<file path="config.mk">
export PLATFORM = sky130hd
export DESIGN_NAME = branch_next_pc
export DESIGN_NICKNAME = d
export VERILOG_FILES = /design/src/rtl/branch_next_pc_pkg.sv /design/src/rtl/branch_next_pc_datapath.sv /design/src/rtl/branch_next_pc_ctrl.sv /design/src/rtl/branch_next_pc.sv
export SDC_FILE = /design/constraint.sdc
export NUM_CORES = 1
export LEC_CHECK = 0
export ABC_CLOCK_PERIOD_IN_PS = 4200
export BUFFER_PORTS_ARGS = -buffer_cell sky130_fd_sc_hd__buf_2
export CAP_MARGIN = 20
export CORE_MARGIN = 1.5
export CORE_UTILIZATION = 44
export DETAILED_ROUTE_END_ITERATION = 7
export PLACE_DENSITY = 0.93
export SLEW_MARGIN = 0
export SYNTH_ARGS = -nofsm -noshare
export SYNTH_HDL_FRONTEND = slang
export SYNTH_SLANG_ARGS = --single-unit
</file>
<file path="constraint.sdc">
create_clock -name vclk -period 4.2
set_input_delay 0.63 -clock vclk [all_inputs]
set_output_delay 0.63 -clock vclk [all_outputs]
set_load 0.05 [all_outputs]
</file>
<file path="src/rtl/branch_next_pc_pkg.sv">
package branch_next_pc_pkg;

  typedef enum logic [1:0] {
    CLS_SEQ  = 2'b00,
    CLS_BR   = 2'b01,
    CLS_JAL  = 2'b10,
    CLS_JALR = 2'b11
  } instrClass_e;

  typedef enum logic [2:0] {
    COND_EQ  = 3'b000,
    COND_NE  = 3'b001,
    COND_RS2 = 3'b010,
    COND_RS3 = 3'b011,
    COND_LT  = 3'b100,
    COND_GE  = 3'b101,
    COND_LTU = 3'b110,
    COND_GEU = 3'b111
  } brCond_e;

  // strobes from control to datapath
  typedef struct packed {
    logic redirect;    // select the computed target over the sequential address
    logic useRegBase;  // base is src1 instead of pc
    logic alignClear;  // clear bit 0 of the target
  } pcStrobe_t;

  typedef struct packed {
    logic eq;
    logic ltSigned;
    logic ltUnsigned;
  } cmpFlags_t;

endpackage

</file>
<file path="src/rtl/branch_next_pc_datapath.sv">
module branch_next_pc_datapath
  import branch_next_pc_pkg::*;
#(
  parameter int XLEN        = 32,
  parameter int INSTR_BYTES = 4
) (
  input  logic [XLEN-1:0] pc,
  input  logic [XLEN-1:0] src1,
  input  logic [XLEN-1:0] src2,
  input  logic [XLEN-1:0] imm,
  input  pcStrobe_t       strobe,
  output cmpFlags_t       flags,
  output logic [XLEN-1:0] nextPc,
  output logic [XLEN-1:0] linkAddr
);

  localparam logic [XLEN-1:0] STEP = XLEN'(INSTR_BYTES);

  logic [XLEN-1:0] seqPc;
  logic [XLEN-1:0] baseAddr;
  logic [XLEN-1:0] rawTarget;
  logic [XLEN-1:0] target;
  logic [XLEN:0]   diffWide;

  // comparator: unsigned borrow from a widened subtraction, signed from sign bits
  always_comb begin
    diffWide         = {1'b0, src1} - {1'b0, src2};
    flags.eq         = (src1 == src2);
    flags.ltUnsigned = diffWide[XLEN];
    if (src1[XLEN-1] != src2[XLEN-1]) flags.ltSigned = src1[XLEN-1];
    else                              flags.ltSigned = diffWide[XLEN];
    // equal operands cannot be ordered either way
    assert_eq_excludes_lt_R2: assert (!(flags.eq && (flags.ltSigned || flags.ltUnsigned)))
      else $error("equality and less-than flags both set");
  end

  // address adders, wrapping at the top of the address space
  always_comb begin
    seqPc     = pc + STEP;
    baseAddr  = strobe.useRegBase ? src1 : pc;
    rawTarget = baseAddr + imm;
  end

  genvar gi;
  generate
    for (gi = 0; gi < XLEN; gi++) begin : g_align
      if (gi == 0) begin : g_low
        assign target[gi] = rawTarget[gi] & ~strobe.alignClear;
      end else begin : g_high
        assign target[gi] = rawTarget[gi];
      end
    end
  endgenerate

  always_comb begin
    nextPc   = strobe.redirect ? target : seqPc;
    linkAddr = seqPc;
  end

endmodule

</file>
<file path="src/rtl/branch_next_pc_ctrl.sv">
module branch_next_pc_ctrl
  import branch_next_pc_pkg::*;
(
  input  instrClass_e cls,
  input  brCond_e     cond,
  input  cmpFlags_t   flags,
  output pcStrobe_t   strobe,
  output logic        taken
);

  logic condTrue;

  always_comb begin
    unique case (cond)
      COND_EQ:  condTrue = flags.eq;
      COND_NE:  condTrue = !flags.eq;
      COND_LT:  condTrue = flags.ltSigned;
      COND_GE:  condTrue = !flags.ltSigned;
      COND_LTU: condTrue = flags.ltUnsigned;
      COND_GEU: condTrue = !flags.ltUnsigned;
      default:  condTrue = 1'b0;
    endcase
  end

  always_comb begin
    strobe = '0;
    taken  = 1'b0;
    unique case (cls)
      CLS_SEQ: taken = 1'b0;
      CLS_BR: begin
        taken           = condTrue;
        strobe.redirect = condTrue;
      end
      CLS_JAL: begin
        taken           = 1'b1;
        strobe.redirect = 1'b1;
      end
      CLS_JALR: begin
        taken             = 1'b1;
        strobe.redirect   = 1'b1;
        strobe.useRegBase = 1'b1;
        strobe.alignClear = 1'b1;
      end
      default: taken = 1'b0;
    endcase
  end

endmodule

</file>
<file path="src/rtl/branch_next_pc.sv">
module branch_next_pc
  import branch_next_pc_pkg::*;
#(
  parameter int XLEN        = 32,
  parameter int INSTR_BYTES = 4
) (
  input  logic [XLEN-1:0] pc,
  input  logic [XLEN-1:0] src1,
  input  logic [XLEN-1:0] src2,
  input  logic [XLEN-1:0] imm,
  input  logic [1:0]      instrClass,
  input  logic [2:0]      brCond,
  output logic [XLEN-1:0] nextPc,
  output logic            taken,
  output logic [XLEN-1:0] linkAddr
);

  pcStrobe_t   strobe;
  cmpFlags_t   flags;
  instrClass_e clsE;
  brCond_e     condE;

  assign clsE  = instrClass_e'(instrClass);
  assign condE = brCond_e'(brCond);

  branch_next_pc_ctrl u_ctrl (
    .cls    (clsE),
    .cond   (condE),
    .flags  (flags),
    .strobe (strobe),
    .taken  (taken)
  );

  branch_next_pc_datapath #(
    .XLEN        (XLEN),
    .INSTR_BYTES (INSTR_BYTES)
  ) u_dp (
    .pc       (pc),
    .src1     (src1),
    .src2     (src2),
    .imm      (imm),
    .strobe   (strobe),
    .flags    (flags),
    .nextPc   (nextPc),
    .linkAddr (linkAddr)
  );

  // cross-checks between the control decision and the datapath result
  always_comb begin
    assert_seq_no_take_R1: assert (!(instrClass == 2'b00 && taken))
      else $error("sequential class reported a transfer");
    assert_fallthrough_R5: assert (taken || nextPc == linkAddr)
      else $error("no transfer but next address is not the sequential one");
    assert_jump_taken_R6: assert (!(instrClass[1] && !taken))
      else $error("jump class without transfer");
    assert_jalr_align_R7: assert (!(instrClass == 2'b11 && nextPc[0]))
      else $error("register jump target has bit 0 set");
  end

endmodule

</file>
==> results of run 1 <==
worst max path at each step:
stage	end	slack (ps)	cells past startpoint
floorplan	nextPc[31]	-2	12
global placement	nextPc[30]	-110	14
detailed placement	nextPc[30]	-170	14
CTS	nextPc[19]	0.6	15
global route	nextPc[28]	-50	17
finish	nextPc[29]	60	15
power groups by stage:
stage	Sequential (W)	Clock, W	Combinational, W
2_1_floorplan	0	0	0.000809
3_3_place_gp	0	0	0.00110
3_5_place_dp	0	0	0.00112
4_1_cts	0	0	0.00114
5_1_grt	0	0	0.00128
6_report	0	0	0.00120
metrics by stage:
stage	instances	setup TNS, ps	hold WS [ps]
after floorplan	493	-2.40	1430
after global placement	827	-463	1570
after detailed placement	827	-972	1570
after CTS	828	0	1570
after global routing	832	-151	1600
final	832	0	1590
routing by layer:
layer | vias up | global-route usage
met1 | 2120 | 0.292
met3 | 38 | 0.0303
met4 | 0 | 0.0797
li1 | 2282 | -
met5 | - | 0
met2 | 214 | 0.521
layout by cell type (no fill, tap or decap), types with 16 or more instances in the layout:
cell and instances:
a21oi_1 38, a21o_1 20, xor2_1 23, nor2_1 28, ha_1 61, buf_4 47, xnor2_1 35, nand4_1 16
mux2_2 33, mux2_4 17, nand2_1 29, inv_1 43, nand3_1 16, buf_2 190
logic make-up (layout without fill, tap and decap cells):
| family | Yosys count | count (layout) |
|---|---|---|
| compound gates | 127 | 127 |
| simple gates | 135 | 135 |
| xor+xnor | 58 | 58 |
| mux | 52 | 52 |
| fa+ha+maj | 65 | 65 |
| buf+inv | 56 | 290 |
timing repair:
action	CTS	global route
setup buffers	1	2
pin swaps	4	16
setup endpoints to repair	12	15
gates resized for setup	18	36
cloned	0	2
layout make-up:
type                            count  area [um^2]
Fill cell                         666         2820
Multi-Input combinational cell    437         3680
Inverter                           43          161
Timing Repair Buffer              247         1460
Tap cell                          105          131
==> impl_metrics.tcl, run 1 <==
set metrics [dict create \
    syn-instance-count 493 \
    hold_buffers 0 \
    hold_viol 0 \
    seq_area_frac_synth 0 \
    min_from "pc[1]" \
    cp.required_ps 3570 \
    status "complete, no violations" \
    cp-start-kind "input pin" \
    wl_met1_um 5070 \
    muxShareOfSynthArea 0.171 \
    firstDrtPassIters 5 \
    hold-path-endpoint "linkAddr[1]" \
    synth-xor-area-share 0.135 \
    tightest_slew_ps 471 \
    drv_slew 0 \
    p_seq_frac 0 \
    synthSimpleGateAreaFrac 0.187 \
    power.share.switching 0.606 \
    synth_compound_area_frac 0.218 \
    synthesis.nets 691 \
    synth_area_mm2 0.00375 \
    rows 33 \
    criticalPathCategory "input pin to primary output" \
    worst-path-buf-inv 4 \
    num_antenna_cells 0 \
    cpLargestDelayFamily "simple AND/OR/NAND/NOR gates" \
    synth_top_area_share 0.213 \
    min_path_type "input pin to primary output" \
    seqCellArea_um2 0 \
    detail-route-antenna-nets 0 \
    power_frac_clock 0 \
    p_int_w 0.000471 \
    fin_util 0.659 \
    maxCapViolations 0 \
    startpoint "instrClass[1]" \
    stdcell_area_mm2 0.00544 \
    antenna_found_initial 0 \
    die_width_um 95.4 \
    cpPeakStageDelay_ps 370 \
    grt_pass1_vias 4362 \
    initial_utilization 0.455 \
    worst-path-max-fanout 12 \
    dp_hpwl_um 11200 \
    dieArea_mm2 0.00910 \
    cellPowerDensity_mw_per_mm2 220 \
    num_io_pins 198 \
    die_y_um 95.4 \
    grt_max_degree 24 \
    nets 927 \
    max_freq_mhz 242 \
    holdPathStages 2 \
    p_comb_frac 1.000 \
    rsz0062_at_grt "true" \
    period_needed_ps 4140 \
    peakVddDrop_mv 0.185 \
    finalCritPeriodShare 0.985 \
    area_growth_pct 44.9 \
    vias_per_cell 5.59 \
    synth_fa_ha_area_frac 0.219 \
    synth_cell_types 55 \
    drc 0 \
    highest_layer "met4" \
    drive_above_1_share 0.458 \
    grt.overflow.total 0 \
    synth_most_common_cell "ha_1" \
    pre_cts_slack_ps -174 \
    finalPower_w 0.00120 \
    clock_buffers 0 \
    synth_top_family_by_area "adder cells" \
    maxSlewHeadroom 0.682 \
    synth_warnings 0 \
    core_mm2 0.00826 \
    ys_top_cells_by_count "ha_1, a21oi_1, inv_1, xnor2_1, mux2_2" \
    wirelength_um 13100 \
    yosys-top-cells-area "ha_1, mux2_2, xnor2_1" \
    power_leakage_nw 2.91 \
    power.net_switching_w 0.000724 \
    setup_viol 0 \
    drt_iter0_markers 99 \
    grt_pass1_wl_um 19300 \
    wl_met2_um 6610 \
    slowest_stage "ha_1" \
    wire_per_inst_um 15.7 \
    dpl_cell_area_mm2 0.00514 \
    num_vias 4654 \
    io_buffer_count 198 \
    cp.arrival_ps 3510 \
    synth_top_area_cell "ha_1" \
    critical_path.endpoint_type "primary output" \
    seq_cell_count 0 \
    syn_avg_cell_area_um2 7.62 \
    gp_congestion 0.928 \
    grt.total_usage 0.265 \
    post-route-worst-setup-slack_ps 61.8 \
    routed-wl-met3_um 911 \
    cp_cell_sequence "buf_8, nand2_8, buf_12, buf_6, mux2_2, ha_1, and3_1, and3_1, or2_2, o22ai_1, a21oi_1, a21oi_1, xnor2_1, mux2_4, buf_4" \
]
Power figures use the tool's default switching activity.
==> run 2, diff against run 1 <==
--- a/config.mk
+++ b/config.mk
@@ -12,6 +12,7 @@
 export CORE_UTILIZATION = 44
 export DETAILED_ROUTE_END_ITERATION = 7
 export PLACE_DENSITY = 0.93
+export REMOVE_ABC_BUFFERS = 1
 export SLEW_MARGIN = 0
 export SYNTH_ARGS = -nofsm -noshare
 export SYNTH_HDL_FRONTEND = slang
==> run 2 against run 1 <==
Net effect:
- via count increased by 2.9%
- first-iteration DRC count increased by 57%
- combinational power increased by 3%
- setup slack got worse by 12 ps
- routed wire length increased by 6.9%
- sequential cell count unchanged
- non-clock buffer count increased by 4
- utilization increased by 2.3 points
- clock-buffer cell count unchanged
- hold slack got worse by 0.63 ps
- critical path depth unchanged
- critical path type unchanged
- critical endpoint is now nextPc[24]
- largest cell class unchanged
==> impl_metrics.tcl, run 2 (synthesized netlist as in run 1, its figures left out) <==
set metrics [dict create \
    p_seq_frac 0 \
    gp_congestion 0.916 \
    hold_viol 0 \
    vias_per_cell 5.73 \
    p_comb_frac 1.000 \
    drv_slew 0 \
    area_growth_pct 50.0 \
    wirelength_um 14000 \
    drc 0 \
    grt_pass1_wl_um 19000 \
    fin_util 0.682 \
    grt.total_usage 0.260 \
    detail-route-antenna-nets 0 \
    criticalPathCategory "input pin to primary output" \
    dp_hpwl_um 11200 \
    cp.arrival_ps 3520 \
    rows 33 \
    num_io_pins 198 \
    num_antenna_cells 0 \
    drt_iter0_markers 155 \
    nets 931 \
    holdWs_ps 1590 \
    critical_path.endpoint_type "primary output" \
    cpPeakStageDelay_ps 330 \
    num_vias 4789 \
    drive_above_1_share 0.479 \
    min_from "pc[1]" \
    seqCellArea_um2 0 \
    holdPathStages 2 \
    final_common_cell "buf_2" \
    maxSlewHeadroom 0.676 \
    p_int_w 0.000498 \
    grt_pass1_vias 4342 \
    io_buffer_count 198 \
    finalCritPeriodShare 0.988 \
    num-fill-cells 657 \
    cellPowerDensity_mw_per_mm2 221 \
    min_path_type "input pin to primary output" \
    grt_max_degree 23 \
    clock_buffers 0 \
    slowest_stage "mux2_2" \
    cp.required_ps 3570 \
    peakVddDrop_mv 0.176 \
    hold_buffers 0 \
    seq_cell_count 0 \
    finalPower_w 0.00124 \
    cp_cell_sequence "buf_4, nand2_8, clkbuf_16, mux2_2, ha_1, and3_4, nand2_1, o211ai_1, o21ai_2, o211ai_1, buf_4, a41oi_2, xnor2_1, mux2_4, clkbuf_4" \
    power.share.switching 0.599 \
    max_freq_mhz 241 \
    power_frac_clock 0 \
    tightest_slew_ps 480 \
    antenna_found_initial 0 \
    dieArea_mm2 0.00910 \
    grt.overflow.total 0 \
    firstDrtPassIters 4 \
    maxCapViolations 0 \
    wire_per_inst_um 16.7 \
    status "complete, no violations" \
    die_width_um 95.4 \
    power.net_switching_w 0.000745 \
    die_y_um 95.4 \
    worst-path-max-fanout 6 \
    core_mm2 0.00826 \
    period_needed_ps 4150 \
    power_leakage_nw 2.96 \
    initial_utilization 0.455 \
    final_cell_mix "buf_2, buf_4, ha_1" \
    setup_viol 0 \
    cp-start-kind "input pin" \
    hold-path-endpoint "linkAddr[1]" \
]
## run 2: cell count changes in the layout (fill, tap and decap cells not counted), moves of 4 or more
cell    delta
ha_4      +10
ha_1      -11
mux2_4     +4
buf_2      -4
mux2_2     -4
buf_4      +4
## run 2: area by class of cell
cell class | instances | area [um^2] | share of cell area
well taps | 105 | 131 | 0.0233
multi-input cells | 437 | 3840 | 0.683
repair buffers | 251 | 1500 | 0.265
inverters | 43 | 161 | 0.0287
## run 2: power groups by stage
stage | sequential (W) | clock, W | combinational (W)
2_1_floorplan | 0 | 0 | 0.000785
3_3_place_gp | 0 | 0 | 0.00109
3_5_place_dp | 0 | 0 | 0.00111
4_1_cts | 0 | 0 | 0.00113
5_1_grt | 0 | 0 | 0.00132
6_report | 0 | 0 | 0.00124
## run 2: worst max path at each step
stage | startpoint | endpoint | slack, ps
finish | instrClass[1] | nextPc[24] | 50
global route | instrClass[1] | nextPc[24] | -80
CTS | instrClass[0] | nextPc[25] | 3
detailed placement | instrClass[0] | nextPc[30] | -310
global placement | instrClass[0] | nextPc[30] | -200
floorplan | src2[31] | nextPc[31] | -1030
## run 2: repair_timing
item	in CTS	in global routing
pin swaps	4	29
endpoints found under the setup margin	16	16
buffers inserted	3	3
gates cloned	0	1
resized for setup	12	74
## run 2: worst max-delay path, delay by kind of cell
family	cells	cell delay, ps
and+or+nand+nor	3	370
buffers and inverters	4	710
adders and majority gates	1	320
xor gates and xnor gates	1	150
muxes	2	590
AOI/OAI and AO/OA	4	740
## run 2: per-stage QoR
step / instances / cell area (um^2) / TNS (ps) / worst slack (ps)
6_report: 836 / 5630 / 0 / 49.3
5_1_grt: 836 / 5630 / -274 / -80.3
4_1_cts: 832 / 5230 / 0 / 2.72
3_5_place_dp: 829 / 5150 / -1980 / -314
3_3_place_gp: 829 / 5150 / -1020 / -204
2_1_floorplan: 480 / 3650 / -10800 / -1030
## run 2: metal layers
metal  part of all wire  wire length [um]  global-route usage  up-vias
li1                   -                 -                   -     2295
met1               0.38              5280               0.289     2209
met2               0.52              7210               0.514      250
met3              0.081              1130              0.0415       35
met4              0.024               340              0.0502        0
met5                  0                 0                   0        -
==> run 3, diff against run 2 <==
--- a/config.mk
+++ b/config.mk
@@ -5,13 +5,14 @@
 export SDC_FILE = /design/constraint.sdc
 export NUM_CORES = 1
 export LEC_CHECK = 0
+export ABC_AREA = 1
 export ABC_CLOCK_PERIOD_IN_PS = 4200
 export BUFFER_PORTS_ARGS = -buffer_cell sky130_fd_sc_hd__buf_2
 export CAP_MARGIN = 20
 export CORE_MARGIN = 1.5
-export CORE_UTILIZATION = 44
+export CORE_UTILIZATION = 45
 export DETAILED_ROUTE_END_ITERATION = 7
-export PLACE_DENSITY = 0.93
+export PLACE_DENSITY = 0.92
 export REMOVE_ABC_BUFFERS = 1
 export SLEW_MARGIN = 0
 export SYNTH_ARGS = -nofsm -noshare
==> run 3 against run 2 <==
Net effect:
- area after synthesis grew 12%
- maximum frequency grew 1.8%
- routed wire length grew 13%
- non-clock buffer count shrank 46
- sequential share of layout area is the same
- final cell count grew 28%
- sequential cell count is the same
- critical path depth grew 1
- utilization shrank 10 points
- combinational power shrank 15%
- synthesized cell count grew 56%
- critical path type unchanged
- largest power group unchanged
==> impl_metrics.tcl, run 3 <==
set metrics [dict create \
    status "complete, no violations" \
    hold_buffers 0 \
    drive_above_1_share 0.236 \
    synth_top_family_by_area "simple AND/OR/NAND/NOR gates" \
    wirelength_um 15800 \
    io_buffer_count 198 \
    synth_fa_ha_area_frac 0.195 \
    num_vias 5738 \
    num_antenna_cells 0 \
    power_leakage_nw 3.20 \
    setup_viol 0 \
    synth-xor-area-share 0.120 \
    ys_top_cells_by_count "nand2_1, inv_1, ha_1, nor2_1, nand3_1" \
    synth_cell_types 38 \
    die_y_um 99.7 \
    detail-route-antenna-nets 0 \
    fin_util 0.582 \
    synth_warnings 0 \
    final_common_cell "nand2_1" \
    worst-path-max-fanout 18 \
    critical_path.endpoint_type "primary output" \
    tightest_slew_ps 641 \
    nets 1159 \
    synth_area_mm2 0.00420 \
    syn-instance-count 771 \
    cts_setup_buffers 0 \
    startpoint "instrClass[1]" \
    gp_congestion 1.02 \
    cellPowerDensity_mw_per_mm2 199 \
    cp.arrival_ps 3450 \
    grt.overflow.total 0 \
    rows 35 \
    place_inst 1070 \
    syn_avg_cell_area_um2 5.45 \
    grt_max_degree 44 \
    drt_iter0_markers 397 \
    initial_utilization 0.459 \
    wire_per_inst_um 14.7 \
    grt.total_usage 0.305 \
    peakVddDrop_mv 0.117 \
    synth_top_area_share 0.234 \
    period_needed_ps 4080 \
    num_io_pins 198 \
    drv_slew 0 \
    seq_cell_count 0 \
    dieArea_mm2 0.00993 \
    clock_buffers 0 \
    final_cell_mix "nand2_1, buf_2, inv_1" \
    hold_viol 0 \
    criticalPathCategory "input pin to primary output" \
    synthSimpleGateAreaFrac 0.422 \
    die_width_um 99.7 \
    seqCellArea_um2 0 \
    cp-start-kind "input pin" \
    stdcell_count 1070 \
    seq_area_frac_synth 0 \
    synth_compound_area_frac 0.152 \
    cp.required_ps 3570 \
    grt_pass1_vias 5321 \
    crit_end "nextPc[20]" \
    max_freq_mhz 245 \
    rsz0062_at_grt "false" \
    core_mm2 0.00915 \
    synth_most_common_cell "nand2_1" \
    min_path_type "input pin to primary output" \
    muxShareOfSynthArea 0 \
    antenna_found_initial 0 \
    yosys-top-cells-area "nand2_1, ha_1, inv_1" \
    grt_pass1_wl_um 24800 \
    dp_hpwl_um 13900 \
    synth_top_area_cell "nand2_1" \
    maxCapViolations 0 \
    area_growth_pct 26.8 \
    vias_per_cell 5.36 \
    finalCritPeriodShare 0.971 \
    firstDrtPassIters 5 \
    maxSlewHeadroom 0.569 \
    drc 0 \
    fin_setup_tns_ps 0 \
]
run 3: cell types whose count changed after synthesis, sizes merged, moves of 19 or more:
cell   before  now
inv        43  102
mux2       50    0
nand2      32  265
nand3      16   57
nor2       28   62
o21ai      20   39
xnor2      35   12
xor2       23   44
run 3: kinds of logic after synthesis:
logic type / count (synthesis)
adder cells (fa/ha/maj): 65
AND/OR/NAND/NOR: 415
buffers and inverters: 119
AO/OA/AOI/OAI: 116
XOR/XNOR: 56
run 3: metal layers:
layer	track usage	share of wire	up-vias
met2	0.496	0.44	289
met1	0.416	0.43	2538
met4	0.0780	0.027	0
met5	0	0	-
met3	0.0534	0.10	38
li1	-	-	2873
run 3: metrics by stage:
step           hold slack [ps]  worst slack, ps  power, W  area (um^2)
2_1_floorplan             1260             -148  0.000735         4120
3_3_place_gp              1590              252   0.00103         5320
3_5_place_dp              1590              185   0.00103         5320
4_1_cts                   1590              174   0.00104         5320
5_1_grt                   1590             1.58   0.00115         5330
6_report                  1590              122   0.00106         5330
run 3: worst min-delay path by stage:
stage	start	to	slack, ps	depth (start not counted)
CTS	pc[0]	linkAddr[0]	1590	2
floorplan	pc[0]	linkAddr[0]	1260	0
global placement	pc[0]	linkAddr[0]	1590	2
global route	pc[0]	linkAddr[0]	1590	2
finish	pc[0]	linkAddr[0]	1590	2
detailed placement	pc[0]	linkAddr[0]	1590	2
run 3: what timing repair did:
item                                    4_1_cts  5_1_grt
hold endpoints to repair                      0        0
gates resized for setup                       0        6
endpoints found under the setup margin        0       11
run 3: worst max-delay path: stages:
cell and delay, ps:
buf_2 110, nand2_1 80, buf_4 240, o21ai_0 110, ha_1 240, fa_1 430, nand3_1 90, nand2_1 130
nand2_1 90, nand3_1 160, a21oi_1 370, o21bai_1 160, xor2_1 160, nand2_1 60, nand2_1 110, buf_2 270
run 3: where the power goes:
part | switching [W] | total (W) | internal [W]
Combinational | 0.000742 | 0.00106 | 0.000316
Sequential | 0 | 0 | 0
Clock | 0 | 0 | 0
run 3: cell type report:
cell class | count | area [um^2]
Timing Repair Buffer | 205 | 1060
Inverter | 102 | 383
Multi-Input combinational cell | 652 | 3750
Tap cell | 111 | 139
Fill cell | 938 | 3820
